<file path="src/rtl/dma_seq_pkg.sv">
package dma_seq_pkg;
    typedef enum logic [2:0] {
        ST_IDLE  = 3'd0,
        ST_ENTRY = 3'd1,
        ST_READ  = 3'd2,
        ST_WRITE = 3'd3,
        ST_EXIT  = 3'd4
    } seq_state_e;
endpackage

</file>
<file path="src/rtl/dma_phase_timer.sv">
module dma_phase_timer #(
    parameter int MAX_LEN = 4,
    localparam int CNT_W  = $clog2(MAX_LEN + 1)
) (
    input  logic             clk,
    input  logic             rst_n,
    input  logic             load_i,
    input  logic [CNT_W-1:0] load_val_i,
    output logic             zero_o
);
    logic [CNT_W-1:0] cnt_q;

    always_ff @(posedge clk or negedge rst_n) begin
        if (!rst_n) begin
            cnt_q <= '0;
        end else if (load_i) begin
            cnt_q <= load_val_i;
        end else if (cnt_q != '0) begin
            cnt_q <= cnt_q - 1'b1;
        end
    end

    assign zero_o = (cnt_q == '0);

    // a loaded phase length never exceeds the longest fixed phase
    assert_timer_bound_R6: assert property (@(posedge clk) disable iff (!rst_n)
        int'(cnt_q) <= MAX_LEN - 1);
endmodule

</file>
<file path="src/rtl/dma_seq_ctrl.sv">
module dma_seq_ctrl
    import dma_seq_pkg::*;
#(
    parameter int ENTRY_CYC = 4,
    parameter int EXIT_CYC  = 3,
    localparam int MAX_LEN  = (ENTRY_CYC > EXIT_CYC) ? ENTRY_CYC : EXIT_CYC,
    localparam int CNT_W    = $clog2(MAX_LEN + 1)
) (
    input  logic             clk,
    input  logic             rst_n,
    input  logic             start_i,
    input  logic             ready_i,
    input  logic             tmr_zero_i,
    output logic             tmr_load_o,
    output logic [CNT_W-1:0] tmr_val_o,
    output logic             accept_o,
    output logic             rd_o,
    output logic             wr_o,
    output logic             rd_capture_o,
    output logic             busy_o,
    output logic             done_o
);
    seq_state_e state_q, state_d;

    // next-state logic
    always_comb begin
        state_d = state_q;
        unique case (state_q)
            ST_IDLE:  if (start_i)    state_d = ST_ENTRY;
            ST_ENTRY: if (tmr_zero_i) state_d = ST_READ;
            ST_READ:  if (ready_i)    state_d = ST_WRITE;
            ST_WRITE: if (ready_i)    state_d = ST_EXIT;
            ST_EXIT:  if (tmr_zero_i) state_d = ST_IDLE;
            default:                  state_d = ST_IDLE;
        endcase
    end

    // state register
    always_ff @(posedge clk or negedge rst_n) begin
        if (!rst_n) state_q <= ST_IDLE;
        else        state_q <= state_d;
    end

    // outputs
    always_comb begin
        tmr_load_o   = 1'b0;
        tmr_val_o    = '0;
        accept_o     = 1'b0;
        rd_o         = 1'b0;
        wr_o         = 1'b0;
        rd_capture_o = 1'b0;
        busy_o       = 1'b1;
        done_o       = 1'b0;
        unique case (state_q)
            ST_IDLE: begin
                busy_o     = 1'b0;
                accept_o   = start_i;
                tmr_load_o = start_i;
                tmr_val_o  = CNT_W'(ENTRY_CYC - 1);
            end
            ST_ENTRY: ;
            ST_READ: begin
                rd_o         = 1'b1;
                rd_capture_o = ready_i;
            end
            ST_WRITE: begin
                wr_o       = 1'b1;
                tmr_load_o = ready_i;
                tmr_val_o  = CNT_W'(EXIT_CYC - 1);
            end
            ST_EXIT: done_o = tmr_zero_i;
            default: busy_o = 1'b0;
        endcase
    end

    assert_strobe_excl_R8: assert property (@(posedge clk) disable iff (!rst_n)
        !(rd_o && wr_o) && ((rd_o || wr_o) -> busy_o));
    assert_read_hold_R3: assert property (@(posedge clk) disable iff (!rst_n)
        rd_o && !ready_i |=> rd_o);
    assert_write_hold_R4: assert property (@(posedge clk) disable iff (!rst_n)
        wr_o && !ready_i |=> wr_o);
    assert_done_then_idle_R5: assert property (@(posedge clk) disable iff (!rst_n)
        done_o |=> !done_o && !busy_o);
    assert_entry_quiet_R2: assert property (@(posedge clk) disable iff (!rst_n)
        !busy_o && start_i |=> busy_o && !rd_o && !wr_o);
endmodule

</file>
<file path="src/rtl/dma_xfer_regs.sv">
module dma_xfer_regs #(
    parameter int ADDR_W = 32,
    parameter int DATA_W = 32
) (
    input  logic              clk,
    input  logic              rst_n,
    input  logic              accept_i,
    input  logic [ADDR_W-1:0] src_i,
    input  logic [ADDR_W-1:0] dst_i,
    input  logic              capture_i,
    input  logic [DATA_W-1:0] rdata_i,
    input  logic              sel_src_i,
    output logic [ADDR_W-1:0] addr_o,
    output logic [DATA_W-1:0] wdata_o
);
    logic [ADDR_W-1:0] src_q, dst_q;
    logic [DATA_W-1:0] data_q;

    always_ff @(posedge clk or negedge rst_n) begin
        if (!rst_n) begin
            src_q <= '0;
            dst_q <= '0;
        end else if (accept_i) begin
            src_q <= src_i;
            dst_q <= dst_i;
        end
    end

    always_ff @(posedge clk or negedge rst_n) begin
        if (!rst_n)         data_q <= '0;
        else if (capture_i) data_q <= rdata_i;
    end

    assign addr_o  = sel_src_i ? src_q : dst_q;
    assign wdata_o = data_q;
endmodule

</file>
<file path="src/rtl/dma_xfer_seq.sv">
module dma_xfer_seq #(
    parameter int ADDR_W    = 32,
    parameter int DATA_W    = 32,
    parameter int ENTRY_CYC = 4,
    parameter int EXIT_CYC  = 3,
    localparam int MAX_LEN  = (ENTRY_CYC > EXIT_CYC) ? ENTRY_CYC : EXIT_CYC,
    localparam int CNT_W    = $clog2(MAX_LEN + 1)
) (
    input  logic              clk,
    input  logic              rst_n,
    input  logic              start_i,
    input  logic [ADDR_W-1:0] src_addr_i,
    input  logic [ADDR_W-1:0] dst_addr_i,
    output logic              busy_o,
    output logic              done_o,
    output logic [ADDR_W-1:0] bus_addr_o,
    output logic              bus_rd_o,
    output logic              bus_wr_o,
    output logic [DATA_W-1:0] bus_wdata_o,
    input  logic [DATA_W-1:0] bus_rdata_i,
    input  logic              bus_ready_i
);
    logic             tmr_load, tmr_zero, accept, rd_capture;
    logic [CNT_W-1:0] tmr_val;

    dma_seq_ctrl #(.ENTRY_CYC(ENTRY_CYC), .EXIT_CYC(EXIT_CYC)) u_ctrl (
        .clk         (clk),
        .rst_n       (rst_n),
        .start_i     (start_i),
        .ready_i     (bus_ready_i),
        .tmr_zero_i  (tmr_zero),
        .tmr_load_o  (tmr_load),
        .tmr_val_o   (tmr_val),
        .accept_o    (accept),
        .rd_o        (bus_rd_o),
        .wr_o        (bus_wr_o),
        .rd_capture_o(rd_capture),
        .busy_o      (busy_o),
        .done_o      (done_o)
    );

    dma_phase_timer #(.MAX_LEN(MAX_LEN)) u_timer (
        .clk       (clk),
        .rst_n     (rst_n),
        .load_i    (tmr_load),
        .load_val_i(tmr_val),
        .zero_o    (tmr_zero)
    );

    dma_xfer_regs #(.ADDR_W(ADDR_W), .DATA_W(DATA_W)) u_regs (
        .clk      (clk),
        .rst_n    (rst_n),
        .accept_i (accept),
        .src_i    (src_addr_i),
        .dst_i    (dst_addr_i),
        .capture_i(rd_capture),
        .rdata_i  (bus_rdata_i),
        .sel_src_i(bus_rd_o),
        .addr_o   (bus_addr_o),
        .wdata_o  (bus_wdata_o)
    );

    // address is held across read wait states
    assert_rd_addr_stable_R3: assert property (@(posedge clk) disable iff (!rst_n)
        bus_rd_o && !bus_ready_i |=> $stable(bus_addr_o));
    // address and data are held across write wait states
    assert_wr_hold_R4: assert property (@(posedge clk) disable iff (!rst_n)
        bus_wr_o && !bus_ready_i |=> $stable(bus_addr_o) && $stable(bus_wdata_o));
    // a start during a request does not change the bus address
    assert_busy_start_ignored_R7: assert property (@(posedge clk) disable iff (!rst_n)
        busy_o && start_i && bus_rd_o && !bus_ready_i |=> $stable(bus_addr_o));
endmodule

</file>
<file path="config.mk">
export PLATFORM = sky130hd
export DESIGN_NAME = dma_xfer_seq
export DESIGN_NICKNAME = d
export VERILOG_FILES = /design/src/rtl/dma_seq_pkg.sv /design/src/rtl/dma_phase_timer.sv /design/src/rtl/dma_seq_ctrl.sv /design/src/rtl/dma_xfer_regs.sv /design/src/rtl/dma_xfer_seq.sv
export SDC_FILE = /design/constraint.sdc
export NUM_CORES = 1
export LEC_CHECK = 0
export BUFFER_PORTS_ARGS = -buffer_cell sky130_fd_sc_hd__buf_4
export CAP_MARGIN = 20
export CORE_AREA = 2 2 98 100
export CTS_CLUSTER_DIAMETER = 100
export DETAILED_ROUTE_END_ITERATION = 12
export DIE_AREA = 0 0 100 102
export PLACE_DENSITY_LB_ADDON = 0.25
export SYNTH_ARGS = -nofsm -noshare
export SYNTH_HDL_FRONTEND = slang
export SYNTH_SLANG_ARGS = --single-unit
</file>
<file path="constraint.sdc">
create_clock -name clk -period 1.98 [get_ports clk]
set_clock_uncertainty 0.1 [all_clocks]
set_input_delay 0 -clock clk [delete_from_list [all_inputs] [get_ports clk]]
set_output_delay 0 -clock clk [all_outputs]
set_load 0.005 [all_outputs]
</file>
## After elaboration in Yosys (flattened, before gate mapping)

Index checks and enable logic that the tools add are counted.

| word-level totals | value |
|---|---|
| bits of input ports | 100 |
| output and inout bits | 68 |
| register bits | 102 |

| operators by class | value |
|---|---|
| multiplexer cells | 17 |
| equality and inequality tests | 9 |
| reductions and logical operators | 6 |
| add/subtract/negate cells | 1 |

Operator list:

| cell | count |
|---|---|
| 32-bit 2-to-1 mux | 1 |
| 3-bit 2-to-1 mux | 7 |
| 3-bit case mux with 5 select lines | 1 |
| 3-bit by 2-bit equality test with 1-bit output (second input constant) | 2 |
| 3-bit logical NOT | 2 |
| 1-bit 2-to-1 mux | 6 |
| 2-bit != test (second input constant) | 3 |
| 5-bit AND reduction | 1 |
| 2-bit by 1-bit != test with 1-bit output (second input constant) | 2 |
| 2-bit case mux with 2 select lines | 1 |
| 4-bit OR reduction | 1 |
| 3-bit by 1-bit equality test with 1-bit output (second input constant) | 1 |
| 3-bit equality test (second input constant) | 1 |
| 3-bit nonzero test | 1 |
| 3-bit by 1-bit subtractor with 3-bit output (second input constant) | 1 |
| 1-bit case mux with 2 select lines | 1 |
| 2-bit nonzero test | 1 |

## Logic depth before layout (Yosys ltp)

| depth | value |
|---|---|
| depth in word-level cells | 3 |
| mapped depth | 6 |
| depth with buffers taken out | 5 |

## By module

From an unflattened synthesis, not the netlist that was laid out.

| second synthesis, totals | value |
|---|---|
| cells, all modules | 295 |
| area total of the unflattened synthesis | 4795.8 µm² |

By module, submodules not included:

| module | times used | sequential area each (µm²) | area each (µm²) | cells an instance |
|---|---|---|---|---|
| dma_xfer_regs | 1 | 2402.3 | 4316.6 | 239 |
| dma_seq_ctrl | 1 | 75.1 | 279.0 | 35 |
| dma_phase_timer | 1 | 75.1 | 200.2 | 21 |

## Worst setup path before layout

OpenSTA, ideal clock, no wires.

| timing path | value |
|---|---|
| path kind | register to register |
| start | register u_ctrl.state_q[0] |
| end | register u_regs.data_q[0] (netlist: u_regs.wdata_o[0]) |
| arrival time | 1.535 ns |
| data required time | 1.753 ns |
| path slack | 0.218 ns |
| cell stages (with the launch flop) | 7 |
| library setup time | 0.127 ns |
| buffers on the path | 3 |
| path through | dfrtp_1 -> buf_2 -> nor3b_4 -> and2_1 -> buf_4 -> buf_6 -> mux2_1 |

| on the way | value |
|---|---|
| word-level cells in the longest chain between the ends | 2 |

RTL lines:

| what | line | source |
|---|---|---|
| start, declared | dma_seq_ctrl.sv:23 | `seq_state_e state_q, state_d;` |
| start signal, assigned | dma_seq_ctrl.sv:41 | `else state_q <= state_d;` |
| 3-bit by 2-bit equality test with 1-bit output | dma_seq_ctrl.sv:54 | `unique case (state_q)` |
| 1-bit 2-to-1 mux | dma_seq_ctrl.sv:54 |  |
| end signal, assigned | dma_xfer_regs.sv:31 | `else if (capture_i) data_q <= rdata_i;` |
| end, declared | dma_xfer_regs.sv:17 | `logic [DATA_W-1:0] data_q;` |

No other way between the ends.
A chain may end at the register's enable or synchronous reset.

## Final worst setup path

| timing path | value |
|---|---|
| start | register u_ctrl.state_q[2] |
| end | output port bus_addr_o[22] |

| on the way | value |
|---|---|
| word-level cells in the longest chain between the ends | 3 |

RTL lines:

| what | line | source |
|---|---|---|
| 3-bit by 2-bit equality test with 1-bit output | dma_seq_ctrl.sv:54 |  |
| 1-bit 2-to-1 mux | dma_seq_ctrl.sv:54 |  |
| 32-bit 2-to-1 mux | dma_xfer_regs.sv:34 | `assign addr_o = sel_src_i ? src_q : dst_q;` |
| end, declared | dma_xfer_seq.sv:16 | `output logic [ADDR_W-1:0] bus_addr_o,` |

No other way between the ends.

==> results.sh <==
export IMPL_finalWorstSetupSlack_ps=15.6
export IMPL_wl_per_cell_um=16.3
export IMPL_dp_final_hpwl_mm=5.93
export IMPL_p_leak_nw=3.28
export IMPL_reg2reg_depth=4
export IMPL_async_flop_share_pct=100
export IMPL_drc_errors=0
export IMPL_ys_flop_type="dfrtp_1"
export IMPL_rsz0062_at_grt="yes"
export IMPL_dieArea_um2=10200
export IMPL_post_route_min_period_ps=1960
export IMPL_cp_arrival_ps=1860
export IMPL_cts_num_sinks=102
export IMPL_rrSetupSlack_ps=110
export IMPL_ys_seq_elements=102
export IMPL_synth_area_leaders="dfrtp_1 59%, mux2_2 25%, mux2_1 7.8%"
export IMPL_vias=3268
export IMPL_nets=653
export IMPL_syn_inst=278
export IMPL_fin_cells=667
export IMPL_synth_top_cell_by_area="dfrtp_1"
export IMPL_dp_cells=544
export IMPL_syn_nets=380
export IMPL_io_buffers=167
export IMPL_criticalPathCategory="register to output port"
export IMPL_insertion_delay_ps=350
export IMPL_yosysMostFrequentCell="dfrtp_1"
export IMPL_place_ws_ps=164
export IMPL_powerDensity_nw_per_um2=1320
export IMPL_cts_tree="done"
export IMPL_r2r_end="u_regs.src_q[27]"
export IMPL_die_width_um=100
export IMPL_setup_viol=0
export IMPL_ys_seq_area_share_pct=58.7
export IMPL_viasPerCell=4.90
export IMPL_fin_total_pwr_mw=9.33
export IMPL_drive_gt1_share_pct=54.3
export IMPL_routed_wl_mm=10.9
export IMPL_grt_antenna_before_repair=0
export IMPL_crit_required_ps=1880
export IMPL_dieHeight_um=102
export IMPL_cts_max_level=3
export IMPL_first_global_vias=3599
export IMPL_drv_slew=0
export IMPL_reg2reg_from="u_ctrl.state_q[1]"
export IMPL_drtAntennaViolNets=0
export IMPL_diodes=0
export IMPL_hold_ws_ps=121
export IMPL_cp_end_kind="output port"
export IMPL_core_um2=9110
export IMPL_syn_area_um2=4350
export IMPL_overflow=0
export IMPL_cts_buffers=9
export IMPL_synth_cell_types=26
export IMPL_drtPass1Iterations=4
export IMPL_hold_violations=0
export IMPL_synth_edf_count=0
export IMPL_initial_utilization_pct=47.7
export IMPL_tns_ps=0
export IMPL_synth_top_area_share_pct=58.7
export IMPL_status="finished, final reports clean"
export IMPL_fmax_mhz=509
export IMPL_timing_final_crit_share_pct=99.2
export IMPL_worstMarginPinSlew_ps=549
export IMPL_clk_pin_slew_ps=100
export IMPL_synth_area_per_cell_um2=15.6
export IMPL_yosys_warnings=0
export IMPL_cts_root_buffer="clkbuf_8"
export IMPL_fillers=536
export IMPL_hp_class="input pin to async pin"
export IMPL_groute_usage_overall_pct=20.7
export IMPL_num_rows=35
export IMPL_drt_iter0_drc=73
export IMPL_grt_pass1_wl_mm=16.8
export IMPL_synth_commonest_cells="102 x dfrtp_1, 98 x mux2_2, 30 x mux2_1"
export IMPL_io_pins=168
export IMPL_grt_max_degree=103
export IMPL_area_growth_pct=62.8
export IMPL_clock_path_buffers=2
export IMPL_relSlewSlack_pct=63.4
export IMPL_gp_congestion=0.772
export IMPL_vdd_drop_max_mv=0.673
export IMPL_maxCapViolCount=0
export IMPL_cp_start_kind="register"
export IMPL_crit_fanout=11
-- cells by family (layout without fill, tap and decap cells) --
kind of cell | after synthesis | in the layout | share of synthesized area (%)
buf+inv | 20 | 298 | 2.99
fa+ha+maj | 2 | 2 | 0.575
xor+xnor | 3 | 3 | 0.604
flops | 102 | 102 | 58.7
mux | 130 | 130 | 33.6
simple gates | 14 | 14 | 2.53
compound gates | 7 | 7 | 1.01
-- per-stage QoR --
stage | instance area [um^2] | utilization [%]
4_1_cts | 6970 | 76.6
3_3_place_gp | 5700 | 62.6
3_5_place_dp | 5700 | 62.6
5_1_grt | 7080 | 77.7
6_report | 7080 | 77.7
2_1_floorplan | 4350 | -
-- routing by layer --
metal | vias up | track usage, % | routed length (um)
met1 | 1607 | 24.9 | 4460
met5 | - | 0 | 0
li1 | 1524 | - | -
met3 | 13 | 5.81 | 786
met4 | 0 | 6.43 | 120
met2 | 124 | 36.6 | 5500
-- final cells by class --
class | count | area, um^2 | share of cell area (%)
multi-input combinational | 156 | 1720 | 24.3
sequential | 102 | 2560 | 36.1
clock inverter | 6 | 46.3 | 0.654
tap | 111 | 139 | 1.96
inverter | 2 | 7.51 | 0.106
timing repair buffer | 280 | 2470 | 34.9
clock buffer | 10 | 138 | 1.94
-- cells in the final DEF, fill, tap and decap left out, types with 2 or more instances in the layout --
cell	n
mux2_4	14
dfrtp_2	3
clkinv_4	2
o21a_1	2
buf_4	169
clkbuf_8	10
nor2_1	4
a21oi_1	3
buf_6	5
mux2_2	84
inv_1	2
dfrtp_1	99
buf_12	5
mux2i_1	2
clkinvlp_4	2
xnor2_1	3
ha_1	2
mux2_1	30
dlygate4sd3_1	99
-- registers in the layout, indices dropped and copies added, names as in the netlist --
register        count
u_timer.cnt_q       3
u_regs.src_q       32
u_regs.wdata_o     32
u_ctrl.state_q      3
u_regs.dst_q       32
-- worst max path at each step --
stage,startpoint,to,slack [ps],depth (start not counted)
finish,u_ctrl.state_q[2],bus_addr_o[22],20,5
global route,u_ctrl.state_q[1],bus_addr_o[22],-50,5
CTS,u_ctrl.state_q[2],bus_addr_o[4],5,4
detailed placement,u_ctrl.state_q[0],u_regs.src_q[27],160,3
global placement,u_ctrl.state_q[0],u_regs.dst_q[15],200,3
floorplan,u_ctrl.state_q[0],u_regs.wdata_o[0],220,6
-- critical path, cell delays in order (launching register included) --
cell and delay [ps]:
dfrtp_2 430, nor3b_4 260, buf_6 180, buf_12 150, mux2_2 340, buf_4 140
-- what timing repair did --
action | in CTS | in global routing
setup endpoints to repair | 32 | 30
endpoints found under the hold margin | 202 | 0
setup buffers | 5 | 1
resized for setup | 9 | 20
cloned | 1 | 1
hold buffers | 99 | 0
pin swaps | 1 | 0
-- power breakdown --
part	total [mW]	switching (mW)	internal, mW	leakage (nW)
clock network	1.23	0.733	0.499	0.0889
logic	4.39	1.47	2.92	1.98
registers	3.71	0.561	3.14	1.21
Power figures use the tool's default switching activity.
